<file path="src/rtl/pram_pkg.sv">
package pram_pkg;
  parameter int unsigned WORD_W = 32;

  typedef enum logic {
    ACC_DATA = 1'b0,
    ACC_PBIT = 1'b1
  } acc_kind_e;

  function automatic logic word_parity(input logic [WORD_W-1:0] w);
    return ^w;
  endfunction
endpackage

</file>
<file path="src/rtl/pram_init_seq.sv">
module pram_init_seq #(
  parameter int unsigned DEPTH  = 64,
  parameter int unsigned ADDR_W = $clog2(DEPTH)
) (
  input  logic              clk,
  input  logic              rst_n,
  input  logic              start,
  output logic              busy,
  output logic              wen,
  output logic [ADDR_W-1:0] waddr
);
  localparam logic [ADDR_W-1:0] LAST = ADDR_W'(DEPTH - 1);

  logic [ADDR_W-1:0] cnt_q;
  logic              busy_q;

  always_ff @(posedge clk) begin
    if (!rst_n) begin
      busy_q <= 1'b0;
      cnt_q  <= '0;
    end else if (busy_q) begin
      if (cnt_q == LAST) busy_q <= 1'b0;
      cnt_q <= cnt_q + 1'b1;
    end else if (start) begin
      busy_q <= 1'b1;
      cnt_q  <= '0;
    end
  end

  assign busy  = busy_q;
  assign wen   = busy_q;
  assign waddr = cnt_q;
endmodule

</file>
<file path="src/rtl/pram_array.sv">
module pram_array #(
  parameter int unsigned DEPTH  = 64,
  parameter int unsigned WIDTH  = 32,
  parameter int unsigned ADDR_W = $clog2(DEPTH)
) (
  input  logic              clk,
  input  logic              d_we,
  input  logic [WIDTH-1:0]  d_val,
  input  logic              p_we,
  input  logic              p_val,
  input  logic [ADDR_W-1:0] waddr,
  input  logic              re,
  input  logic [ADDR_W-1:0] raddr,
  output logic [WIDTH-1:0]  rd_data,
  output logic              rd_par
);
  logic [WIDTH-1:0] data_mem [DEPTH];
  logic [DEPTH-1:0] par_bits;

  always_ff @(posedge clk) begin
    if (d_we) data_mem[waddr] <= d_val;
    if (re)   rd_data <= data_mem[raddr];
  end

  // one flop per word for the protection bits, each with its own enable
  for (genvar g = 0; g < DEPTH; g++) begin : g_pbit
    always_ff @(posedge clk) begin
      if (p_we && waddr == ADDR_W'(g)) par_bits[g] <= p_val;
    end
  end

  always_ff @(posedge clk) begin
    if (re) rd_par <= par_bits[raddr];
  end
endmodule

</file>
<file path="src/rtl/pram_err_log.sv">
module pram_err_log #(
  parameter int unsigned ADDR_W = 6
) (
  input  logic              clk,
  input  logic              rst_n,
  input  logic              hit,
  input  logic [ADDR_W-1:0] hit_addr,
  input  logic              clr,
  input  logic              irq_en,
  output logic              flag,
  output logic [ADDR_W-1:0] addr,
  output logic              irq,
  output logic              pulse,
  output logic [ADDR_W-1:0] pulse_addr
);
  logic              flag_q, pulse_q;
  logic [ADDR_W-1:0] addr_q, paddr_q;

  always_ff @(posedge clk) begin
    if (!rst_n) begin
      flag_q  <= 1'b0;
      addr_q  <= '0;
      pulse_q <= 1'b0;
      paddr_q <= '0;
    end else begin
      pulse_q <= hit;
      if (hit) begin
        flag_q  <= 1'b1;
        addr_q  <= hit_addr;
        paddr_q <= hit_addr;
      end else if (clr) begin
        flag_q <= 1'b0;
        addr_q <= '0;
      end
    end
  end

  assign flag       = flag_q;
  assign addr       = addr_q;
  assign irq        = flag_q & irq_en;
  assign pulse      = pulse_q;
  assign pulse_addr = paddr_q;
endmodule

</file>
<file path="src/rtl/parity_msg_ram.sv">
module parity_msg_ram
  import pram_pkg::*;
#(
  parameter int unsigned DEPTH  = 64,
  parameter int unsigned ADDR_W = $clog2(DEPTH)
) (
  input  logic              clk,
  input  logic              rst_n,
  input  logic              req_valid,
  output logic              req_ready,
  input  logic              req_we,
  input  logic              req_par_sel,
  input  logic [ADDR_W-1:0] req_addr,
  input  logic [31:0]       req_wdata,
  output logic              rsp_valid,
  input  logic              rsp_ready,
  output logic [31:0]       rsp_rdata,
  input  logic              par_en,
  input  logic              rda_mode,
  input  logic              dbg_mode,
  input  logic              irq_en,
  input  logic              init_start,
  output logic              init_busy,
  input  logic              err_clr,
  output logic              par_err,
  output logic [ADDR_W-1:0] err_addr,
  output logic              err_irq,
  output logic              obj_clr_valid,
  output logic [ADDR_W-1:0] obj_clr_addr
);
  localparam int unsigned W = WORD_W;

  logic              iw_en;
  logic [ADDR_W-1:0] iw_addr;
  logic              take, test_ok, wr_data, wr_pbit, rd_take;
  logic              d_we, p_we, p_val;
  logic [W-1:0]      d_val;
  logic [W-1:0]      arr_data;
  logic              arr_par;
  logic              rsp_q, fresh_q, chk_q, test_q;
  acc_kind_e         kind_q;
  logic [ADDR_W-1:0] raddr_q;
  logic              err_hit;

  pram_init_seq #(.DEPTH(DEPTH), .ADDR_W(ADDR_W)) u_init (
    .clk(clk), .rst_n(rst_n), .start(init_start),
    .busy(init_busy), .wen(iw_en), .waddr(iw_addr)
  );

  assign req_ready = !init_busy && (!rsp_q || rsp_ready);
  assign take      = req_valid && req_ready;
  assign test_ok   = rda_mode || dbg_mode;
  assign wr_data   = take && req_we && (req_par_sel == ACC_DATA);
  assign wr_pbit   = take && req_we && (req_par_sel == ACC_PBIT) && test_ok && !par_en;
  assign rd_take   = take && !req_we;

  always_comb begin
    d_we  = iw_en || wr_data;
    d_val = iw_en ? '0 : req_wdata;
    p_we  = iw_en || (wr_data && par_en) || wr_pbit;
    if (iw_en)        p_val = 1'b0;
    else if (wr_pbit) p_val = req_wdata[0];
    else              p_val = word_parity(req_wdata);
  end

  pram_array #(.DEPTH(DEPTH), .WIDTH(W), .ADDR_W(ADDR_W)) u_array (
    .clk(clk), .d_we(d_we), .d_val(d_val), .p_we(p_we), .p_val(p_val),
    .waddr(iw_en ? iw_addr : req_addr), .re(rd_take), .raddr(req_addr),
    .rd_data(arr_data), .rd_par(arr_par)
  );

  always_ff @(posedge clk) begin
    if (!rst_n) begin
      rsp_q   <= 1'b0;
      fresh_q <= 1'b0;
      chk_q   <= 1'b0;
      test_q  <= 1'b0;
      kind_q  <= ACC_DATA;
      raddr_q <= '0;
    end else begin
      fresh_q <= rd_take;
      if (rd_take) begin
        rsp_q   <= 1'b1;
        kind_q  <= acc_kind_e'(req_par_sel);
        chk_q   <= par_en && (req_par_sel == ACC_DATA);
        test_q  <= test_ok;
        raddr_q <= req_addr;
      end else if (rsp_ready) begin
        rsp_q <= 1'b0;
      end
    end
  end

  assign rsp_valid = rsp_q;
  always_comb begin
    if (kind_q == ACC_DATA) rsp_rdata = arr_data;
    else                    rsp_rdata = {{(W-1){1'b0}}, arr_par & test_q};
  end

  assign err_hit = fresh_q && chk_q && !init_busy &&
                   (word_parity(arr_data) != arr_par);

  pram_err_log #(.ADDR_W(ADDR_W)) u_err (
    .clk(clk), .rst_n(rst_n), .hit(err_hit), .hit_addr(raddr_q),
    .clr(err_clr), .irq_en(irq_en), .flag(par_err), .addr(err_addr),
    .irq(err_irq), .pulse(obj_clr_valid), .pulse_addr(obj_clr_addr)
  );
endmodule

</file>
<file path="config.mk">
export PLATFORM = sky130hd
export DESIGN_NAME = parity_msg_ram
export DESIGN_NICKNAME = d
export VERILOG_FILES = /design/src/rtl/pram_pkg.sv /design/src/rtl/pram_init_seq.sv /design/src/rtl/pram_array.sv /design/src/rtl/pram_err_log.sv /design/src/rtl/parity_msg_ram.sv
export SDC_FILE = /design/constraint.sdc
export NUM_CORES = 2
export LEC_CHECK = 0
export BUFFER_PORTS_ARGS = -buffer_cell sky130_fd_sc_hd__buf_2
export CORE_ASPECT_RATIO = 1.2
export CORE_UTILIZATION = 38
export DETAILED_ROUTE_END_ITERATION = 12
export GPL_ROUTABILITY_DRIVEN = 0
export PLACE_DENSITY = 0.51
export SLEW_MARGIN = 25
export SYNTH_ARGS = -nofsm -noshare
export SYNTH_HDL_FRONTEND = slang
export SYNTH_SLANG_ARGS = --single-unit
</file>
<file path="constraint.sdc">
create_clock -name clk -period 10.6 [get_ports clk]
set_clock_uncertainty 0.05 [all_clocks]
set_input_delay 0.53 -clock clk [delete_from_list [all_inputs] [get_ports clk]]
set_output_delay 0.53 -clock clk [all_outputs]
set_load 0.01 [all_outputs]
</file>
==> run_results.csv <==
group,metric,value,unit
worst_hold_path,min-delay-start,"rda_mode",
worst_setup_path,worst_path_most_repeated_cell,"buf_4",
floorplan,die_w,431,µm
drt,drt_wl_total,230000,µm
layout,fillers,18722,
floorplan,die_area,223000,µm²
worst_setup_path,path_class,"input port to flop",
worst_setup_path,r2r_slack,6.66,ns
worst_setup_path,critPathMaxFanout,45,
worst_hold_path,hold_path_class,"input port to flop",
cts,cts_setup_buffers,0,
floorplan,core_area,219000,µm²
floorplan,rows,188,
worst_setup_path,crit_path_cell_trace,"dlygate4sd3_1, buf_8, buf_4, buf_4, buf_4, mux4_2, mux4_2, nor2b_1, a211oi_1, a21oi_1",
drt,drc,0,
cts,cts_max_level,4,
drt,first_pass_iters,5,
worst_hold_path,whs_path_depth,4,
placed_design,hpwl,126000,µm
synth,synth_ff_type,"edfxtp_1",
timing,max_slew.worst_pin.slew,1.06,ns
worst_setup_path,required,11.11,ns
drt,viasPerCell,5.55,
timing,period_minus_slack,4.39,ns
worst_setup_path,cpPeakStageDelay,0.67,ns
pwr,powerDensity,189,nW/µm²
timing,rsz0062_at_grt,"no",
cts,clk_path_buf_depth,3,
cts,cts_tree,"built",
synth,synth_warnings,0,
run,cap_viol_max_count,0,
grt,antenna_found_initial,6,
synth,async_reset_ff_share,0,%
layout,final_cell_mix,"2145 x edfxtp_1, 636 x mux4_2, 209 x clkbuf_16",
placed_design,post_dp_cell_area,89100,µm²
worst_setup_path,r2r_end,"u_err.addr[1]$_SDFFE_PN0P_",
timing,final_hold_viol_count,0,
worst_setup_path,worstPathArrival,4.90,ns
layout,layout_commonest_cell,"edfxtp_1",
worst_setup_path,worst_setup_path_start_kind,"input port",
synth,syn_inst,3617,
synth,synth-edff-count,2145,
cts,cts-resized-gates,0,
timing,finalSetupTns,0,ns
drt,drtIter0Drc,3881,
pwr,irDropWorstVdd,0.000156,V
worst_setup_path,crit_path_end_kind,"flop",
layout,areaGrowthSynthToFinish,14.0,%
timing,fmax,228,MHz
cts,clkTransAtPathRegs,0.07,ns
run_status,status,"finished, final reports clean",
worst_setup_path,cp_num_buf_inv,5,
floorplan,initial_utilization,38.3,%
drt,ant_nets,0,
grt,grt_pass1_vias,40091,
synth,synth_area_per_cell,23.2,µm²
grt,grt_pass1_wl,320000,µm
pwr,p_total,18.1,mW
worst_hold_path,whs_endpoint,"test_q$_SDFFE_PN0P_",
worst_setup_path,slowest_stage,"buf_4",
pwr,leakagePower,29.6,nW
synth,seq_area_frac_synth,77.5,%
floorplan,ioPinCount,100,
layout,fin_nets,3923,
cts,cts_sinks,2177,
synth,syn-num-nets,3668,
grt,grt_max_degree,105,
cts,cts_hold_buf,5,
synth,synth_area,84000,µm²
layout,design_area,95800,µm²
placed_design,place_ws,5.88,ns
worst_setup_path,crit_family,"buffers and inverters",
placed_design,io_buffer_count,99,
cts,numCtsBuffers,206,
timing,maxSlewViolCount,0,
synth,ys_seq_elements,2177,
worst_setup_path,ff2ff_path_depth,6,
timing,setup_viol,0,
drt,wl_per_cell,32.9,µm
layout,drive_above_1_share,31.5,%
synth,synth_cell_types,38,
timing,fin_ws,6.21,ns
timing,post-route-period-util,41.4,%
drt,vias,38789,
grt,track_usage,20.7,%
grt,grt-ovfl-total,0,
timing,slew_headroom,29.4,%
cts,cts-root-buf,"clkbuf_16",
worst_setup_path,rr_startpoint,"u_array.rd_data[17]$_DFFE_PP_",
floorplan,die_h,517,µm
cts,clkLatencyLatePin,0.86,ns
## state kept, by name (all words and copies together), names as in the netlist, 6 cells and up
signal            flops
u_init.waddr          6
u_array.par_bits     64
u_array.data_mem   2048
raddr_q               6
u_array.rd_data      32
u_err.addr            6
u_err.pulse_addr      6
## power by group
group | total [mW] | internal, mW | switching [mW] | leakage, nW
Combinational | 1.13 | 0.387 | 0.748 | 6.60
Sequential | 9.66 | 9.63 | 0.0284 | 19.8
Clock | 7.28 | 4.07 | 3.21 | 3.22
## stage by stage
step | util [%] | instances | hold WS [ns]
2_1_floorplan | - | 3617 | 0.409
3_3_place_gp | 40.7 | 6604 | 0.390
3_5_place_dp | 40.7 | 6604 | 0.404
4_1_cts | 43.7 | 6988 | 0.0246
5_1_grt | 43.7 | 6989 | 0.0819
6_report | 43.7 | 6991 | 0.104
## how the worst max path moves through the flow
stage,depth (start not counted),start,slack (ns),to
after detailed placement,7,req_addr[1],5.88,u_array.data_mem[15][1]$_DFFE_PP_
after global routing,10,req_addr[2],6.16,u_array.rd_data[19]$_DFFE_PP_
after CTS,10,req_addr[2],6.27,u_array.rd_data[19]$_DFFE_PP_
after global placement,7,req_addr[1],5.81,u_array.data_mem[15][1]$_DFFE_PP_
after floorplan,10,req_addr[0],6.63,u_array.data_mem[3][0]$_DFFE_PP_
final,10,req_addr[2],6.21,u_array.rd_data[19]$_DFFE_PP_
## layout make-up
cell class	count	area (µm²)	area share, %
Sequential cell	2177	65100	67.9
Multi-Input combinational cell	1240	18700	19.6
Clock buffer	251	5420	5.66
Tap cell	2945	3680	3.85
Timing Repair Buffer	243	1690	1.77
Clock inverter	128	1150	1.20
Inverter	4	15.0	0.0157
Antenna cell	3	7.51	0.00784
## worst register-to-register path, stage by stage, from the launching register on
cell and delay (ns):
edfxtp_1 0.52, xor2_2 0.75, xnor2_1 0.19, xnor2_1 0.79
xnor3_1 0.64, mux2i_4 0.69, mux2i_1 0.26
## cell usage after synthesis (20+ instances only)
cell type | n | area [µm²]
nor2_1 | 138 | 518
a22oi_1 | 78 | 586
mux4_2 | 636 | 14300
nand2_1 | 76 | 285
mux2i_1 | 32 | 320
dfxtp_1 | 32 | 641
o21ai_0 | 20 | 100
edfxtp_1 | 2145 | 64400
clkbuf_1 | 95 | 357
a21oi_1 | 31 | 155
nor2b_1 | 95 | 594
buf_2 | 59 | 295
buf_1 | 20 | 75.1
xnor2_1 | 53 | 464
## per-layer routing
metal	vias up	part of all wire (%)	track usage, %
met5	-	0	0
met4	0	3.1	6.57
met3	258	6.4	4.27
li1	15842	-	-
met2	1205	50	34.2
met1	21484	41	27.6
## kinds of logic after synthesis
kind of cell               count (synthesis)  synth area share, %
AOI/OAI and AO/OA                        157                 1.25
xor gates and xnor gates                  60                0.659
adders and majority gates                  1               0.0149
buffers and inverters                    200                 1.12
DFF                                     2177                 77.5
muxes                                    671                 17.5
and+or+nand+nor                          351                 1.99
(Power assumes the default switching activity.)
